[src/rtl/apm_pkg.sv]
package apm_pkg;
  typedef enum logic [1:0] {
    KIND_MODE_ON  = 2'd0,
    KIND_MODE_OFF = 2'd1,
    KIND_SERVICE  = 2'd2
  } cmd_kind_t;
endpackage

[src/rtl/apm_cfg_bank.sv]
module apm_cfg_bank #(
  parameter int BYTE_W        = 8,
  parameter int NBYTES        = 4,
  parameter int CTRL_IDX      = 3,
  parameter int EN_BIT        = 1,
  parameter bit SMM_SUPPORTED = 1'b1,
  localparam int AW           = $clog2(NBYTES)
) (
  input  logic              clk,
  input  logic              rst,
  input  logic              wr_en,
  input  logic [AW-1:0]     wr_addr,
  input  logic [BYTE_W-1:0] wr_data,
  input  logic [AW-1:0]     rd_addr,
  output logic [BYTE_W-1:0] rd_data,
  output logic              smi_allowed
);
  localparam logic [BYTE_W-1:0] CTRL_RST =
    SMM_SUPPORTED ? '0 : BYTE_W'(1 << EN_BIT);

  logic [BYTE_W-1:0] bank [NBYTES];

  always_ff @(posedge clk) begin
    if (rst) begin
      for (int i = 0; i < NBYTES; i++)
        bank[i] <= (i == CTRL_IDX) ? CTRL_RST : '0;
      rd_data <= '0;
    end else begin
      rd_data <= bank[rd_addr];
      if (wr_en) bank[wr_addr] <= wr_data;
    end
  end

  assign smi_allowed = bank[CTRL_IDX][EN_BIT];


  ctrl_write_lands_chk: assert property (@(posedge clk) disable iff (rst)
    (wr_en && wr_addr == AW'(CTRL_IDX)) |=> (smi_allowed == $past(wr_data[EN_BIT])));
endmodule

[src/rtl/apm_cmd_decode.sv]
module apm_cmd_decode
  import apm_pkg::*;
#(
  parameter int              DATA_W  = 8,
  parameter logic [DATA_W-1:0] CODE_ON  = 8'hF1,
  parameter logic [DATA_W-1:0] CODE_OFF = 8'hF0
) (
  input  logic              clk,
  input  logic              rst,
  input  logic              wr_en,
  input  logic [DATA_W-1:0] wr_data,
  input  logic              smi_allowed,
  output logic [DATA_W-1:0] last_cmd,
  output logic              mode_q,
  output logic              trigger
);
  cmd_kind_t kind;

  always_comb begin
    if (wr_data == CODE_ON)       kind = KIND_MODE_ON;
    else if (wr_data == CODE_OFF) kind = KIND_MODE_OFF;
    else                          kind = KIND_SERVICE;
  end

  assign trigger = wr_en && (kind == KIND_SERVICE) && smi_allowed;

  always_ff @(posedge clk) begin
    if (rst) begin
      last_cmd <= '0;
      mode_q   <= 1'b0;
    end else if (wr_en) begin
      last_cmd <= wr_data;
      if (kind == KIND_MODE_ON)       mode_q <= 1'b1;
      else if (kind == KIND_MODE_OFF) mode_q <= 1'b0;
    end
  end


  mode_on_chk: assert property (@(posedge clk) disable iff (rst)
    (wr_en && wr_data == CODE_ON) |=> mode_q);

  mode_off_chk: assert property (@(posedge clk) disable iff (rst)
    (wr_en && wr_data == CODE_OFF) |=> !mode_q);

  readback_chk: assert property (@(posedge clk) disable iff (rst)
    wr_en |=> (last_cmd == $past(wr_data)));
endmodule

[src/rtl/apm_smi_latch.sv]
module apm_smi_latch (
  input  logic clk,
  input  logic rst,
  input  logic trigger,
  input  logic clear,
  output logic smi_q
);
  always_ff @(posedge clk) begin
    if (rst)          smi_q <= 1'b0;
    else if (trigger) smi_q <= 1'b1;
    else if (clear)   smi_q <= 1'b0;
  end


  smi_hold_chk: assert property (@(posedge clk) disable iff (rst)
    (smi_q && !clear) |=> smi_q);

  smi_clear_chk: assert property (@(posedge clk) disable iff (rst)
    (clear && !trigger) |=> !smi_q);

  smi_set_chk: assert property (@(posedge clk) disable iff (rst)
    trigger |=> smi_q);
endmodule

[src/rtl/apm_cmd_port.sv]
module apm_cmd_port #(
  parameter int DATA_W        = 8,
  parameter int CFG_BYTES     = 4,
  parameter int CTRL_IDX      = 3,
  parameter int SMI_EN_BIT    = 1,
  parameter bit SMM_SUPPORTED = 1'b1,
  localparam int CAW          = $clog2(CFG_BYTES)
) (
  input  logic              clk,
  input  logic              rst,
  input  logic              cmd_wr_en,
  input  logic [DATA_W-1:0] cmd_wr_data,
  output logic [DATA_W-1:0] cmd_rd_data,
  input  logic              cfg_wr_en,
  input  logic [CAW-1:0]    cfg_wr_addr,
  input  logic [DATA_W-1:0] cfg_wr_data,
  input  logic [CAW-1:0]    cfg_rd_addr,
  output logic [DATA_W-1:0] cfg_rd_data,
  input  logic              smi_clr,
  output logic              smi_req,
  output logic              acpi_en
);
  localparam logic [DATA_W-1:0] CODE_ON  = DATA_W'(8'hF1);
  localparam logic [DATA_W-1:0] CODE_OFF = DATA_W'(8'hF0);

  logic smi_allowed;
  logic trigger;

  apm_cfg_bank #(
    .BYTE_W(DATA_W), .NBYTES(CFG_BYTES), .CTRL_IDX(CTRL_IDX),
    .EN_BIT(SMI_EN_BIT), .SMM_SUPPORTED(SMM_SUPPORTED)
  ) u_cfg (
    .clk(clk), .rst(rst), .wr_en(cfg_wr_en), .wr_addr(cfg_wr_addr),
    .wr_data(cfg_wr_data), .rd_addr(cfg_rd_addr), .rd_data(cfg_rd_data),
    .smi_allowed(smi_allowed)
  );

  apm_cmd_decode #(
    .DATA_W(DATA_W), .CODE_ON(CODE_ON), .CODE_OFF(CODE_OFF)
  ) u_dec (
    .clk(clk), .rst(rst), .wr_en(cmd_wr_en), .wr_data(cmd_wr_data),
    .smi_allowed(smi_allowed), .last_cmd(cmd_rd_data), .mode_q(acpi_en),
    .trigger(trigger)
  );

  apm_smi_latch u_smi (
    .clk(clk), .rst(rst), .trigger(trigger), .clear(smi_clr), .smi_q(smi_req)
  );


  mode_code_no_smi_chk: assert property (@(posedge clk) disable iff (rst)
    (cmd_wr_en && (cmd_wr_data == CODE_ON || cmd_wr_data == CODE_OFF) && !smi_req)
      |=> !smi_req);

  redundant_mode_chk: assert property (@(posedge clk) disable iff (rst)
    (cmd_wr_en && cmd_wr_data == CODE_ON && acpi_en && !smi_clr) |=> ($stable(acpi_en) && $stable(smi_req)));
endmodule

[config.mk]
export PLATFORM = sky130hd
export DESIGN_NAME = apm_cmd_port
export DESIGN_NICKNAME = d
export VERILOG_FILES = /design/src/rtl/apm_pkg.sv /design/src/rtl/apm_cfg_bank.sv /design/src/rtl/apm_cmd_decode.sv /design/src/rtl/apm_smi_latch.sv /design/src/rtl/apm_cmd_port.sv
export SDC_FILE = /design/constraint.sdc
export NUM_CORES = 1
export LEC_CHECK = 0
export ABC_AREA = 1
export BUFFER_PORTS_ARGS = -buffer_cell sky130_fd_sc_hd__buf_2
export CORE_AREA = 2 2 63 65
export CTS_BUF_LIST = sky130_fd_sc_hd__clkbuf_4
export CTS_CLUSTER_SIZE = 40
export DETAILED_ROUTE_END_ITERATION = 10
export DIE_AREA = 0 0 65 67
export PLACE_DENSITY = 0.81
export SYNTH_ARGS = -nofsm -noshare
export SYNTH_HDL_FRONTEND = slang
export SYNTH_SLANG_ARGS = --single-unit
[constraint.sdc]
create_clock -name clk -period 2.82 [get_ports clk]
set_clock_uncertainty 0.1 [all_clocks]
set_input_delay 0.282 -clock clk [delete_from_list [all_inputs] [get_ports clk]]
set_output_delay 0.282 -clock clk [all_outputs]
set_load 0.01 [all_outputs]
-- Yosys cells after proc, flatten, opt, wreduce, memory -nomap -nowiden
Memories as Yosys holds them, arrays and structs flattened. A register that Yosys moved wholly into a read port is not among the register bits.
Index checks and enable logic that the tools add are counted.
- bits in registers: 10
- RAM bits: 32
- input port bits: 25
- output and inout bits: 18
- word-level logic and storage cells: 29
- memories kept: 1
- eq/ne operators: 4
- muxes and demuxes: 14
- reduce and logical (&&, ||, !) cells: 7
- memory list (name ; words ; bits a word ; read ports ; clocked after memory_dff ; write ports ; line ; RTL):
    u_cfg.bank ; 4 ; 8 ; 2 ; 1 ; 4 ; apm_cfg_bank.sv:21 ; logic [BYTE_W-1:0] bank [NBYTES];
- operators by type and width (operator ; count):
    8-bit equality test, second input constant ; 2
    1-bit 2-to-1 mux ; 10
    8-bit 2-to-1 mux ; 1
    8-bit OR reduction ; 1
    2-bit 2-to-1 mux ; 3
    2-bit nonzero test ; 2
    2-bit by 1-bit equality test with 1-bit output, second input constant ; 1
    2-bit equality test, second input constant ; 1
    1-bit logical AND ; 2
    2-bit zero test ; 1
    2-bit AND reduction ; 1

-- Longest topological paths before layout
Gate-level depths: netlist (run 1).
- depth in word-level cells: 7
- depth in mapped cells: 7
- gate-level depth less buffers: 7

-- Modules after synthesis
A second synthesis (run 1) with hierarchy kept.
- cells, all modules: 252
- area total of the unflattened synthesis: 2214.6 µm²
- modules (own cells, without submodules) (module ; instances ; cells each ; area each (µm²) ; seq. area each (µm²)):
    apm_cfg_bank ; 1 ; 197 ; 1793.0 ; 1121.1
    apm_cmd_decode ; 1 ; 50 ; 381.6 ; 180.2
    apm_smi_latch ; 1 ; 5 ; 40.0 ; 20.0

-- Least setup slack after synthesis (run 1)
No wires, ideal clock.
- kind: input port to flip-flop
- from: input cfg_wr_addr[0]
- to: memory u_cfg.bank[2][0], enable pin
- setup time: 0.384 ns
- arrival: 1.148 ns
- required time: 2.336 ns
- slack: 1.188 ns
- stages on the path: 3
- buffers on the path: 0
- cells stage by stage: inv_1 -> nand2_1 -> o21ai_0
- RTL lines (element ; line ; RTL):
    start, declared ; apm_cmd_port.sv:15 ; input logic [CAW-1:0] cfg_wr_addr,
    end, declared ; apm_cfg_bank.sv:21 ;

==> metrics.txt, run 1 <==
worst r2r src u_cfg.bank[0][4]$_SDFFCE_PN0P_; CTS tree built; die area 4360 µm²; antenna viol nets, final 0; Worst-path clk slew 0.15 ns; most frequent cells in the layout 68 x nor2_1, 42 x buf_2, 32 x edfxtp_1; most common cell after layout, fill and taps aside nor2_1; Seq/Total Area, Yosys 0.647; post-DP HPWL roughly 3000 µm; CTS H-tree lvls 2; type of destination of the critical path register; Post CTS Setup Buffer Count 0; ant diodes 0; Top Ports between 40 and 50; MaxCap Viol Count 0; clk_lat worst skew ~0.37 ns; detailed-route via count approximately 1600; LEAKAGE 1.03 nW; Core Box Area around 3600 µm²; Synth cell types 17; # port buffers 42; Setup Viol. Count Final 0; DRC 0; outcome complete, no violations; total track usage 0.206; Area Growth Syn to Fin 14.8%; Via density 5.24; Hold Crit Class in2reg; gpl congestion 0.878; number of buffers inserted by hold repair at cts 0; Syn Area/Cell between 9 and 10 µm²; cell type with the largest total area after synthesis edfxtp_1; Pins Over Slew Limit 0; Worst-Margin Slew approximately 0.36 ns; initial antenna violation count 0; Critical Path Source Type input port; DRT iter0 DRCs approximately 120; router iterations before antenna repair 4; proportion of netlist area held by the largest area contributor 0.471; Final nets around 280; Clock Tree Root clkbuf_4; Hold Path Origin cmd_wr_data[7]; number of global-route vias before repair between 1000 and 1500; Slew headroom 0.760; Final min period ~1.6 ns; Setup TNS 0 ns; global-route wire length before repair roughly 6400 µm; Yosys warnings 0; starting density of the core 0.566; share of layout cells above drive strength 1 0.224; Die Wd about 65 µm; flop-to-flop setup slack around 1.8 ns; Max VDD drop 0.000515 V; unrepaired setup endpoints after global routing false; WP data arrival 1.58 ns; grt ovf 0; CTS max path bufs 2; Tcrit/Tclk final 0.583; WL final about 4200 µm; largest net degree at the start of global routing 19; Cells after Synth between 200 and 250; WP data required 2.76 ns; Num CTS Buffers 5; Post-Syn Area a little over 2000 µm²; pwr/cell area between 500 and 600 nW/µm²; Max Fclk roughly 600 MHz; drt wl/cell 13.7 µm; crit path kind in2reg; Worst Setup SP rst; Post-Syn Nets ~240; Die Y ~67 µm; Yosys reg bits 50; Row Count 22; dominant cells by area after synthesis edfxtp_1 47%, dfxtp_1 18%, nor2_1 13%, inv_1 3.5%, o21ai_0 3.4%; CP Max Fanout 18; final core occ 0.650; Resized Gates After CTS 0; clk sink count 50; Final Hold Vio Count 0
-- stage by stage --
| step | hold WS, ns | instances | power (mW) | cell area (µm²) | setup WS [ns] |
|---|---|---|---|---|---|
| 2_1_floorplan | 0.317 | 216 | 0.952 | 2040 | 1.19 |
| 3_3_place_gp | 0.383 | 299 | 1.01 | 2270 | 0.921 |
| 3_5_place_dp | 0.384 | 299 | 1.01 | 2270 | 0.818 |
| 4_1_cts | 0.0395 | 307 | 1.40 | 2340 | 1.21 |
| 5_1_grt | 0.0332 | 307 | 1.45 | 2340 | 1.09 |
| 6_report | 0.0421 | 307 | 1.40 | 2340 | 1.18 |
-- state kept, by name (all words and copies together), names as in the netlist --
name            count
u_cfg.bank         32
u_cfg.rd_data       8
u_dec.last_cmd      8
u_dec.mode_q        1
u_smi.smi_q         1
-- area by class of cell --
type | count | area [µm²]
tap | 48 | 60.1
inverter | 21 | 78.8
clock buffer | 5 | 37.5
timing repair buffer | 43 | 218
sequential | 50 | 1320
multi-input combinational | 137 | 588
fill | 314 | 1260
clock inverter | 3 | 40.0
-- layer usage --
layer,track usage,wire length [µm],up-vias
met5,0,0,-
li1,-,-,792
met2,0.360,2130,66
met4,0.114,73,0
met3,0.0439,312,8
met1,0.235,1680,743
-- critical path, cell delays in order --
cell and delay [ns]:
buf_2 0.18, inv_2 0.19, nand2_2 0.25, nor2_2 0.22, nand2_2 0.15, nand2_1 0.31
-- cells in the mapped netlist (all sizes together) --
library cell / instances
nor2: 70
edfxtp: 32
o21ai: 24
inv: 21
dfxtp: 18
nand2: 18
a21oi: 13
nor3: 9
buf: 7
nand3: 3
clkbuf: 1
-- power by group --
part	total [mW]	switching, mW	internal (mW)	leakage, nW
Clock	0.401	0.217	0.184	0.0450
Combinational	0.148	0.0973	0.0507	0.527
Sequential	0.848	0.0159	0.832	0.460
-- cell families (layout without fill, tap and decap cells) --
kind of cell           count (synthesis)  count (layout)  share of synthesized area
DFF                                   50              50                      0.647
and+or+nand+nor                      100             100                      0.197
buffers and inverters                 29              72                     0.0650
AOI/OAI and AO/OA                     37              37                     0.0907
-- final timing paths --
check | cells past startpoint | endpoint
max | 6 | u_cfg.bank[1][7]$_SDFFCE_PN0P_
min | 3 | u_dec.last_cmd[7]$_SDFFE_PP0P_
max reg2reg | 4 | u_cfg.rd_data[4]$_SDFF_PP0_
min reg2reg | 2 | u_dec.last_cmd[0]$_SDFFE_PP0P_
Note: power is estimated with default switching activity, not from simulation.
==> inputs of run 2 (changes only) <==
ABC_AREA = 0   (was 1)
CORE_AREA = 2 2 64 66   (was 2 2 63 65)
DIE_AREA = 0 0 66 68   (was 0 0 65 67)
PLACE_DENSITY = 0.79   (was 0.81)
clock period = 1.6 ns   (was 2.82 ns; I/O delays follow)
==> metrics.txt, run 2 <==
Max stage delay cell, worst path dlygate4sd3_1; starting density of the core 0.530; most common cell after layout, fill and taps aside buf_2; Syn Area/Cell between 10 and 15 µm²; Final nets 229; Pins Over Slew Limit 0; clk_lat worst skew 0.36 ns; Synth cell types 22; Max VDD drop between 0.0005 and 0.0006 V; drt wl/cell 16.8 µm; Yosys reg bits 50; CTS tree built; family with the most delay on the worst path buffers and inverters; Power Total about 2.3 mW; Top Ports 43; CP max stage delay about 0.56 ns; Worst path depth 5; Finished Cell Area between 2000 and 3000 µm²; worst r2r path cells 2; setup ws final 0.298 ns; Core Box Area about 3900 µm²; most frequent cell after synthesis and2_1; ys flop type edfxtp_1; clock share of power 0.239; total track usage 0.217; Max Fclk just under 800 MHz; Comb power frac 0.122; Via density just over 5; WP data required 1.75 ns; die area between 4000 and 5000 µm²; initial antenna violation count 0; hold depth 2; Critical Path Source Type input port; share of layout cells above drive strength 1 0.341; switching share of power 0.231; most frequent cells in the layout 42 x buf_2, 40 x and2_1, 32 x edfxtp_1; WP data arrival around 1.5 ns; Tcrit/Tclk final 0.814; Row Count 23; CTS H-tree lvls 2; clk sink count 50; Setup Viol. Count Final 0; Area Growth Syn to Fin 22.9%; pwr/cell area 931 nW/µm²; Biggest register u_cfg.bank; Die Wd ~66 µm; Clock Tree Root clkbuf_4; max FFs per register 32; switching power 0.542 mW; Post-Syn Area between 2000 and 2500 µm²; Final min period 1.30 ns; # port buffers 42; post-DP HPWL between 2000 and 3000 µm; Worst-Margin Slew 0.456 ns; Num CTS Buffers 5; top post-synthesis cells by count 40 x and2_1, 32 x edfxtp_1, 18 x dfxtp_1; Setup WS pre-CTS -0.0281 ns; Post-Syn Nets 166; DRT iter0 DRCs 53; Die Y between 60 and 70 µm; WL final 4280 µm; MaxCap Viol Count 0; Finished Layout Cells 255; Worst-path clk slew ~0.15 ns; Yosys warnings 0; Slew headroom 0.694; CTS max path bufs 2; crit path kind in2reg; detailed-route via count 1316; Int Pwr around 1.8 mW; unrepaired setup endpoints after global routing false; placed cell count about 240; Hold Crit Class in2reg; sequential share of power 0.639; critical path, cell by cell dlygate4sd3_1 > buf_2 > and4bb_2 > a21oi_1 > a41o_1; DRC 0; final core occ 0.652; Seq/Total Area, Yosys 0.646; proportion of netlist area held by the largest area contributor 0.470; Post CTS Setup Buffer Count 0; Cells after Synth 141; number of global-route vias before repair 1420; antenna viol nets, final 0; Buf/Inv on CP 2; number of synthesized flops with an enable pin 32; global-route wire length before repair 6880 µm; Post-synth ARST share 0; router iterations before antenna repair 4; gpl congestion slightly above 0.8; LEAKAGE around 1.1 nW; type of destination of the critical path register; Final Hold Vio Count 0; ant diodes 0; Top Registers u_cfg.bank x32, u_cfg.rd_data x8, u_dec.last_cmd x8; DP Area 2340 µm²; dominant cells by area after synthesis edfxtp_1 47%, dfxtp_1 18%, and2_1 12%, mux4_2 8.8%, mux2i_1 3.9%; outcome complete, no violations; cell type with the largest total area after synthesis edfxtp_1; CP Max Fanout 3; grt ovf 0; largest net degree at the start of global routing 15
==> run 2: changes by cell type after synthesis, sizes merged, moves of 3 or more <==
cell	before	now
mux2i	0	8
buf	7	2
nand2	18	3
nor2	70	8
nor3	9	1
inv	21	2
nand2b	0	3
o21ai	24	1
a21oi	13	2
and2	0	40
mux4	0	8
==> run 2: path summary, 6_finish.rpt <==
kind	slack (ns)	startpoint	endpoint
min reg2reg	0.41	u_dec.last_cmd[6]$_SDFFE_PP0P_	u_dec.last_cmd[6]$_SDFFE_PP0P_
min	0.01	cfg_wr_data[4]	u_cfg.bank[2][4]$_SDFFCE_PN0P_
max reg2reg	0.35	u_cfg.bank[0][0]$_SDFFCE_PN0P_	u_cfg.rd_data[0]$_SDFF_PP0_
max	0.30	cmd_wr_data[3]	u_dec.mode_q$_SDFFE_PP0P_
==> run 2: routing by layer <==
layer,global-route usage,vias up,wire length (µm)
li1,-,625,-
met1,0.240,643,1630
met2,0.407,37,2360
met3,0.0559,11,196
met4,0.0740,0,95
met5,0,-,0
==> run 2: cells by family after synthesis <==
logic type,Yosys count,share of synthesized area
buffers and inverters,7,0.0184
and+or+nand+nor,63,0.191
muxes,16,0.127
AOI/OAI and AO/OA,5,0.0171
DFF,50,0.646
==> run 2: through the flow <==
step	hold slack, ns	setup TNS (ns)
CTS	0.000541	0
detailed placement	0.321	-0.224
global route	0.00612	0
finish	0.0130	0
global placement	0.302	0
floorplan	0.207	0
==> run 2: layout make-up <==
class                           instances  area (µm²)
Fill cell                             312        1340
Tap cell                               50        62.6
Inverter                                2        7.51
Timing Repair Buffer                   61         383
Multi-Input combinational cell         84         687
Clock buffer                            6        45.0
Sequential cell                        50        1320
Clock inverter                          2        8.76
==> run 2: timing repair <==
item,in CTS,in global routing
hold endpoints to repair,16,0
hold buffers,12,0
gates resized for setup,0,0
==> run 2: power by group through the flow <==
stage / logic [mW] / clock network, mW / registers [mW]
6_report: 0.285 / 0.560 / 1.50
5_1_grt: 0.313 / 0.618 / 1.51
4_1_cts: 0.287 / 0.572 / 1.50
3_5_place_dp: 0.265 / 0 / 1.52
3_3_place_gp: 0.251 / 0 / 1.52
2_1_floorplan: 0.133 / 0 / 1.53
